===== src/rtl/conv_sched_pkg.sv =====
package conv_sched_pkg;

  typedef enum logic {S_IDLE, S_CONV} schedState_t;

  // control -> datapath
  typedef struct packed {
    logic run;
    logic startConv;
    logic finishConv;
    logic clearOneShot;
  } ctlStrobe_t;

  // datapath -> control
  typedef struct packed {
    logic contMode;
    logic kick;
    logic periodWrap;
    logic oneShotReq;
    logic convElapsed;
  } dpStatus_t;

  function automatic int unsigned periodMs(input logic [2:0] code);
    case (code)
      3'd1:    return 64000;
      3'd2:    return 32000;
      3'd3:    return 16000;
      3'd4:    return 4000;
      3'd5:    return 1000;
      3'd6:    return 250;
      3'd7:    return 125;
      default: return 0;
    endcase
  endfunction

  // bits dropped from the result; also the right shift applied to the 12-bit time
  function automatic int unsigned dropBits(input logic [1:0] res);
    case (res)
      2'd0:    return 4;
      2'd1:    return 3;
      2'd2:    return 2;
      default: return 0;
    endcase
  endfunction

endpackage


===== src/rtl/conv_sched_dp.sv =====
module conv_sched_dp
  import conv_sched_pkg::*;
#(
  parameter int TICKS_PER_MS = 4,
  parameter int SAMPLE_W     = 16
) (
  input  logic                clk,
  input  logic                rst,
  input  logic                baseTick,
  input  logic                cfgWe,
  input  logic [2:0]          cfgRate,
  input  logic [1:0]          cfgRes,
  input  logic                cfgOneShot,
  input  logic                cfgToutOff,
  input  logic [SAMPLE_W-1:0] rawSample,
  input  ctlStrobe_t          strobe,
  output dpStatus_t           status,
  output logic [SAMPLE_W-1:0] resultOut,
  output logic                busTimeoutEn
);

  localparam int PERIOD_MAX = 64000 * TICKS_PER_MS;
  localparam int PCNT_W     = $clog2(PERIOD_MAX);
  localparam int CONV_MAX   = 140 * TICKS_PER_MS;
  localparam int CCNT_W     = $clog2(CONV_MAX);

  logic [2:0]          rateCode;
  logic [1:0]          resCode;
  logic [1:0]          convRes;
  logic                toutOff;
  logic                oneShot;
  logic                kick;
  logic [PCNT_W-1:0]   periodCnt;
  logic [CCNT_W-1:0]   convCnt;
  logic [PCNT_W-1:0]   periodLast;
  logic [CCNT_W-1:0]   convLast;
  logic [SAMPLE_W-1:0] keepMask;
  logic [SAMPLE_W-1:0] resultReg;
  logic                contMode;

  assign contMode   = (rateCode != 3'd0);
  assign periodLast = PCNT_W'(periodMs(rateCode) * TICKS_PER_MS - 1);
  assign convLast   = CCNT_W'((CONV_MAX >> dropBits(convRes)) - 1);
  assign keepMask   = ~((SAMPLE_W'(1) << dropBits(convRes)) - SAMPLE_W'(1));

  // configuration fields, pending restart and one-shot request
  always_ff @(posedge clk) begin
    if (rst) begin
      rateCode <= 3'd5;
      resCode  <= 2'd3;
      toutOff  <= 1'b0;
      oneShot  <= 1'b0;
      kick     <= 1'b1;
    end else begin
      if (strobe.clearOneShot) oneShot <= 1'b0;
      if (strobe.startConv)    kick    <= 1'b0;
      if (cfgWe) begin
        rateCode <= cfgRate;
        resCode  <= cfgRes;
        toutOff  <= cfgToutOff;
        oneShot  <= cfgOneShot && (cfgRate == 3'd0);
        kick     <= (cfgRate != 3'd0);
      end
    end
  end

  // period timebase
  always_ff @(posedge clk) begin
    if (rst || cfgWe || !contMode)          periodCnt <= '0;
    else if (strobe.startConv && kick)      periodCnt <= '0;
    else if (baseTick) begin
      if (periodCnt == periodLast)          periodCnt <= '0;
      else                                  periodCnt <= periodCnt + 1'b1;
    end
  end

  // conversion timer and result capture
  always_ff @(posedge clk) begin
    if (rst) begin
      convCnt   <= '0;
      convRes   <= 2'd3;
      resultReg <= '0;
    end else begin
      if (strobe.startConv) begin
        convCnt <= '0;
        convRes <= resCode;
      end else if (strobe.run && baseTick) begin
        convCnt <= convCnt + 1'b1;
      end
      if (strobe.finishConv) resultReg <= rawSample & keepMask;
    end
  end

  assign status.contMode    = contMode;
  assign status.kick        = kick;
  assign status.periodWrap  = contMode && baseTick && (periodCnt == periodLast);
  assign status.oneShotReq  = oneShot;
  assign status.convElapsed = strobe.run && baseTick && (convCnt == convLast);

  assign resultOut    = resultReg;
  assign busTimeoutEn = ~toutOff;

endmodule


===== src/rtl/conv_sched_ctl.sv =====
module conv_sched_ctl
  import conv_sched_pkg::*;
(
  input  logic       clk,
  input  logic       rst,
  input  dpStatus_t  status,
  output ctlStrobe_t strobe,
  output logic       busy,
  output logic       startPulse,
  output logic       donePulse
);

  schedState_t state, stateNext;
  logic        isOneShot;
  logic        startCont;
  logic        startOne;

  assign startCont = status.contMode && (status.kick || status.periodWrap);
  assign startOne  = !status.contMode && status.oneShotReq;

  always_comb begin
    stateNext           = state;
    strobe              = '0;
    strobe.run          = (state == S_CONV);
    unique case (state)
      S_IDLE: begin
        if (startCont || startOne) begin
          strobe.startConv = 1'b1;
          stateNext        = S_CONV;
        end
      end
      S_CONV: begin
        if (status.convElapsed) begin
          strobe.finishConv   = 1'b1;
          strobe.clearOneShot = isOneShot;
          stateNext           = S_IDLE;
        end else if (!isOneShot && !status.contMode) begin
          stateNext = S_IDLE;   // shutdown aborts a periodic conversion
        end
      end
      default: stateNext = S_IDLE;
    endcase
  end

  always_ff @(posedge clk) begin
    if (rst) begin
      state      <= S_IDLE;
      isOneShot  <= 1'b0;
      startPulse <= 1'b0;
      donePulse  <= 1'b0;
    end else begin
      state      <= stateNext;
      startPulse <= strobe.startConv;
      donePulse  <= strobe.finishConv;
      if (strobe.startConv) isOneShot <= startOne;
    end
  end

  assign busy = (state == S_CONV);

endmodule


===== src/rtl/conv_sched.sv =====
module conv_sched
  import conv_sched_pkg::*;
#(
  parameter int TICKS_PER_MS = 4,
  parameter int SAMPLE_W     = 16
) (
  input  logic                clk,
  input  logic                rst,
  input  logic                baseTick,
  input  logic                cfgWe,
  input  logic [2:0]          cfgRate,
  input  logic [1:0]          cfgRes,
  input  logic                cfgOneShot,
  input  logic                cfgToutOff,
  input  logic [SAMPLE_W-1:0] rawSample,
  output logic                busy,
  output logic                startPulse,
  output logic                donePulse,
  output logic [SAMPLE_W-1:0] resultOut,
  output logic                busTimeoutEn
);

  ctlStrobe_t strobe;
  dpStatus_t  status;

  conv_sched_ctl u_ctl (
    .clk        (clk),
    .rst        (rst),
    .status     (status),
    .strobe     (strobe),
    .busy       (busy),
    .startPulse (startPulse),
    .donePulse  (donePulse)
  );

  conv_sched_dp #(
    .TICKS_PER_MS (TICKS_PER_MS),
    .SAMPLE_W     (SAMPLE_W)
  ) u_dp (
    .clk          (clk),
    .rst          (rst),
    .baseTick     (baseTick),
    .cfgWe        (cfgWe),
    .cfgRate      (cfgRate),
    .cfgRes       (cfgRes),
    .cfgOneShot   (cfgOneShot),
    .cfgToutOff   (cfgToutOff),
    .rawSample    (rawSample),
    .strobe       (strobe),
    .status       (status),
    .resultOut    (resultOut),
    .busTimeoutEn (busTimeoutEn)
  );

endmodule


===== config.mk =====
export PLATFORM = sky130hd
export DESIGN_NAME = conv_sched
export DESIGN_NICKNAME = d
export VERILOG_FILES = /design/src/rtl/conv_sched_pkg.sv /design/src/rtl/conv_sched_dp.sv /design/src/rtl/conv_sched_ctl.sv /design/src/rtl/conv_sched.sv
export SDC_FILE = /design/constraint.sdc
export NUM_CORES = 1
export LEC_CHECK = 0
export ABC_AREA = 1
export BUFFER_PORTS_ARGS = -buffer_cell sky130_fd_sc_hd__buf_2
export CAP_MARGIN = 20
export CORE_MARGIN = 4
export CORE_UTILIZATION = 62
export CTS_BUF_LIST = sky130_fd_sc_hd__clkbuf_16
export DETAILED_ROUTE_END_ITERATION = 10
export PLACE_DENSITY = 0.85
export RECOVER_POWER = 50
export SYNTH_ARGS = -nofsm -noshare
export SYNTH_HDL_FRONTEND = slang
export SYNTH_HIERARCHICAL = 1
export SYNTH_SLANG_ARGS = --single-unit

===== constraint.sdc =====
create_clock -name clk -period 4.57 [get_ports clk]
set_clock_uncertainty 0.05 [all_clocks]
set_input_delay 0.2285 -clock clk [delete_from_list [all_inputs] [get_ports clk]]
set_output_delay 0.2285 -clock clk [all_outputs]
set_load 0.005 [all_outputs]

---- Yosys cells after proc, flatten, opt, wreduce, memory -nomap -nowiden ----
Index checks and enable logic that the tools add are counted.
storage, ports and cells
  register bits ........................... 58
  bits of input ports ..................... 27
  output and inout bits ................... 20
  logic and storage cells ................. 72
cells by class
  $add $sub $neg .......................... 5
  eq/ne operators ......................... 11
  shift-type cells ........................ 2
  multiplexer cells ....................... 14
  bitwise gates (word level) .............. 4
  reduce and logical (&&, ||, !) cells .... 23
operators by type and width
  kind                   count
  $pmux 16 s7            1
  $add 18x1->18 const B  1
  $eq 18x18->1           1
  $mux 18                1
  $sub 18x1->18 const B  1
  $and 16x16->16         1
  $not 16->16            1
  $shl 1x3->16 const A   1
  $sub 16x2->16 const B  1
  $eq 3x3->1 const B     4
  $add 10x1->10 const B  1
  $eq 10x10->1           1
  $shr 10x3->10 const A  1
  $sub 10x2->10 const B  1
  $logic_and 1x1->1      9
  $pmux 3 s3             1
  $mux 1                 8
  $eq 3x2->1 const B     2
  $reduce_bool 3->1      2
  $logic_or 1x1->1       4
  $mux 2                 2
  $reduce_bool 2->1      2
  $reduce_or 2->1        2
  $eq 3x1->1 const B     1
  other kinds (7)        9

---- Logic depth before layout (Yosys ltp) ----
  word-level depth ........................ 12
  gate-level depth with buffers ........... 22
  mapped depth without buffers ............ 21

---- Hierarchy ----
The synthesis kept the hierarchy.
by module, submodules not included
  module          times used  cells an instance  area an instance (um2)  seq. area each (um2)
  conv_sched_dp   1           480                3,150.5                 1,081.0
  conv_sched_ctl  1           27                 180.2                   80.1

---- Worst setup path after synthesis ----
No wires, ideal clock.
  kind .................................... register to register
  from .................................... register u_dp.convRes[0]
  to ...................................... register u_dp.resultReg[5], in the netlist u_dp/resultOut[5]
  arrival time ............................ 2.242 ns
  slack ................................... 2.162 ns
  stages on the path, launching flop included .. 16
  buffers on the path ..................... 2
  cells stage by stage .................... dfxtp_1 inv_1 ha_1 inv_1 nand2_1 nor2_1 xnor2_1 nand3_1 nor2_1 nand2_1 inv_1 clkbuf_1 clkbuf_1 nand2_1 o211ai_1 inv_1
RTL lines
  what                    line                 text
  from (decl)             conv_sched_dp.sv:29  logic [1:0] convRes;
  from (signal assigned)  conv_sched_dp.sv:86  convRes <= resCode;
  to (signal assigned)    conv_sched_dp.sv:90  if (strobe.finishConv) resultReg <= rawSample & keepMask;
  to (decl)               conv_sched_dp.sv:38  logic [SAMPLE_W-1:0] resultReg;

==> results.yml <==
yosys:
  synth.avg_cell_area_um2: 6.57
  async_flop_share_pct: 0
  yosys.area.top_type: "dfxtp_1"
  synth_ff_type: "dfxtp_1"
  ys_seq_area_share_pct: 34.9
  synth_top_area_share_pct: 34.9
  ys_ff_latch: 58
  yosys_warnings: 6
  synthesis.area_um2: 3330
  synth_edf_count: 0
  syn-num-nets: 545
  synthTopCellsByArea: "dfxtp_1, nand2_1, nor2_1"
  ys_top_cells_by_count: "nand2_1, nor2_1, inv_1"
  synthMostInstantiatedCell: "nand2_1"
  netlist-cell-type-count: 35
  synthCells: 507
die:
  start_util_pct: 64.4
  die_area_um2: 6610
  num_rows: 26
  die_y_um: 81.3
  coreArea_um2: 5170
  ioPinCount: 47
  fp.dieW_um: 81.3
route:
  first_pass_iters: 5
  wl_per_cell_um: 13.1
  dr_total_vias: 3314
  drtAntennaViolNets: 0
  drt-initial-drc-count: 322
  routed_wirelength_um: 8150
  vias_per_cell: 5.32
  drc: 0
critical_path:
  crit_fanout: 17
  start_kind: "flip-flop"
  crit_type: "flip-flop to flip-flop"
  crit_path_end_kind: "flip-flop"
  cp_data_required_time_ns: 4.74
  startpoint: "u_dp/rateCode[2]"
  crit_end: "u_dp/periodCnt[15]"
  arrival_ns: 3.40
  r2r-end: "u_dp/periodCnt[15]"
  r2r_start: "u_dp/rateCode[2]"
  reg2reg_depth: 19
  r2r_slack_ns: 1.34
clock_network:
  ctsHoldBuffers: 0
  htree_levels: 3
  cts.clk_slew.worst_paths_ns: 0.05
  clk_path_buf_depth: 2
  clk_latency_ns: 0.32
  cts_sinks: 58
  cts_tree: "done"
  cts_resized: 0
  post_cts_buffers: 0
  cts_buffers: 9
  root_buffer: "clkbuf_16"
sta:
  slew_violations: 0
  relSlewSlack_pct: 57.5
  worst_slew_pin_slew_ns: 0.638
  grt_setup_unrepaired: "no"
  fin_crit_sh_pct: 70.8
  timing.setup.tns_ns: 0
  finalHoldViolations: 0
  timing.final.crit_period_ns: 3.23
  setup_violations: 0
  timing.fmax_ghz: 0.309
pwr:
  power_mw: 1.33
  p_per_area_nw_per_um2: 350
  ir_drop_uv: 254
  power.switching_mw: 0.345
  seqPwrFrac_pct: 40.5
  p_clk_share_pct: 48.2
  switching_share_pct: 25.9
  power.leakage_nw: 1.75
  internal_power_mw: 0.988
  comb_power_share_pct: 11.4
grt:
  grt_pass1_vias: 2993
  grt_overflow: 0
  grt_pass1_wl_um: 14000
  grt_max_degree: 21
  grt_usage_pct: 27.3
  antenna_found_initial: 0
cells_and_area:
  antennaDiodeCount: 0
  fin_cells: 623
  drive_gt1_share_pct: 13.9
  nNetsFinal: 586
  area_growth_pct: 14.3
min_path:
  hold_path_class: "primary input to flip-flop"
  hold_start: "cfgToutOff"
run:
  cap_violations: 0
placed_design:
  dpl.hpwl_um: 5890
  placed_cells: 607
  place.gp.congestion: 0.932
  portBuffers: 46
run_status:
  outcome: "finished clean"
logic make-up (layout without fill, tap and decap cells):
group           after synthesis  count (layout)  share of synthesized area [%]
simple gates                269             269                           35.3
buf+inv                      93             139                           12.1
compound gates               64              64                           10.5
flops                        58              58                           34.9
xor+xnor                     12              12                           3.16
fa+ha+maj                    11              11                           4.13
worst max-delay path: stages, from the launching register on:
cell and delay [ns]:
dfxtp_1 0.69, inv_1 0.26, nand3_1 0.19, nand2_1 0.08
nor2_1 0.11, nand2_1 0.06, nor2_1 0.15, nand3_1 0.15
nor2_1 0.12, inv_1 0.05, nand2_1 0.05, nand2_1 0.06
nand2_1 0.20, nand2_1 0.10, nand3_1 0.38, inv_1 0.17
nand2_1 0.10, nor2_1 0.05, nand2_1 0.07, inv_1 0.05
power by group through the flow:
stage	combinational [mW]	sequential, mW	clock [mW]
global route	0.175	0.541	0.672
detailed placement	0.150	0.549	0
finish	0.152	0.540	0.643
global placement	0.143	0.548	0
floorplan	0.120	0.540	0
CTS	0.152	0.539	0.648
worst min path at each step:
stage                      endpoint  cells past startpoint
floorplan           u_ctl/isOneShot                      1
finish                 u_dp/toutOff                      3
global placement       u_dp/toutOff                      3
CTS                    u_dp/toutOff                      3
global route           u_dp/toutOff                      3
detailed placement     u_dp/toutOff                      3
through the flow:
step	worst slack, ns	cell area [um^2]	util, %	hold slack (ns)
2_1_floorplan	2.16	3330	-	0.248
3_3_place_gp	1.74	3530	68.3	0.382
3_5_place_dp	1.62	3530	68.3	0.390
4_1_cts	1.58	3820	73.9	0.0570
5_1_grt	0.966	3810	73.6	0.0905
6_report	1.34	3810	73.6	0.0646
sequential cells by signal, indices dropped and copies added (netlist names):
register / count
u_ctl/startPulse: 1
u_dp/resCode: 2
u_dp/resultOut: 16
u_ctl/donePulse: 1
u_dp/convRes: 2
u_dp/toutOff: 1
u_dp/oneShot: 1
u_dp/kick: 1
u_dp/convCnt: 10
u_ctl/busy: 1
u_ctl/isOneShot: 1
u_dp/rateCode: 3
u_dp/periodCnt: 18
metal layers:
| layer | global-route usage [%] | wire length, um | vias up | part of all wire [%] |
|---|---|---|---|---|
| li1 | - | - | 1674 | - |
| met3 | 4.66 | 555 | 15 | 6.8 |
| met2 | 41.3 | 3740 | 134 | 46 |
| met1 | 37.9 | 3720 | 1491 | 46 |
| met5 | 0 | 0 | - | 0 |
| met4 | 11.8 | 143 | 0 | 1.8 |
placed cells by master (no fill, tap or decap), types with 2 or more instances in the layout:
cell,netlist,final
buf_2,1,38
inv_1,69,72
nor3_1,10,10
clkinvlp_4,0,2
xor2_1,7,7
nand4_1,5,5
clkbuf_1,5,7
dfxtp_1,58,58
nor2_2,5,5
inv_2,8,6
o21ai_1,2,2
nor2_1,81,81
nand2_2,7,5
o21ai_0,30,30
nand3_1,36,36
xnor2_1,5,5
nor3_2,2,2
nand3_2,4,4
nand2_1,113,115
a22oi_1,2,2
clkbuf_16,0,9
clkinv_1,0,2
a21oi_1,23,23
ha_1,11,11
o22a_1,2,2
final cells by class:
class | count | area [um^2]
Multi-Input combinational cell | 356 | 1760
Sequential cell | 58 | 1160
Clock buffer | 9 | 225
Inverter | 77 | 289
Clock inverter | 7 | 61.3
Timing Repair Buffer | 46 | 220
Fill cell | 416 | 1370
Tap cell | 70 | 87.6
(Power assumes the default switching activity.)
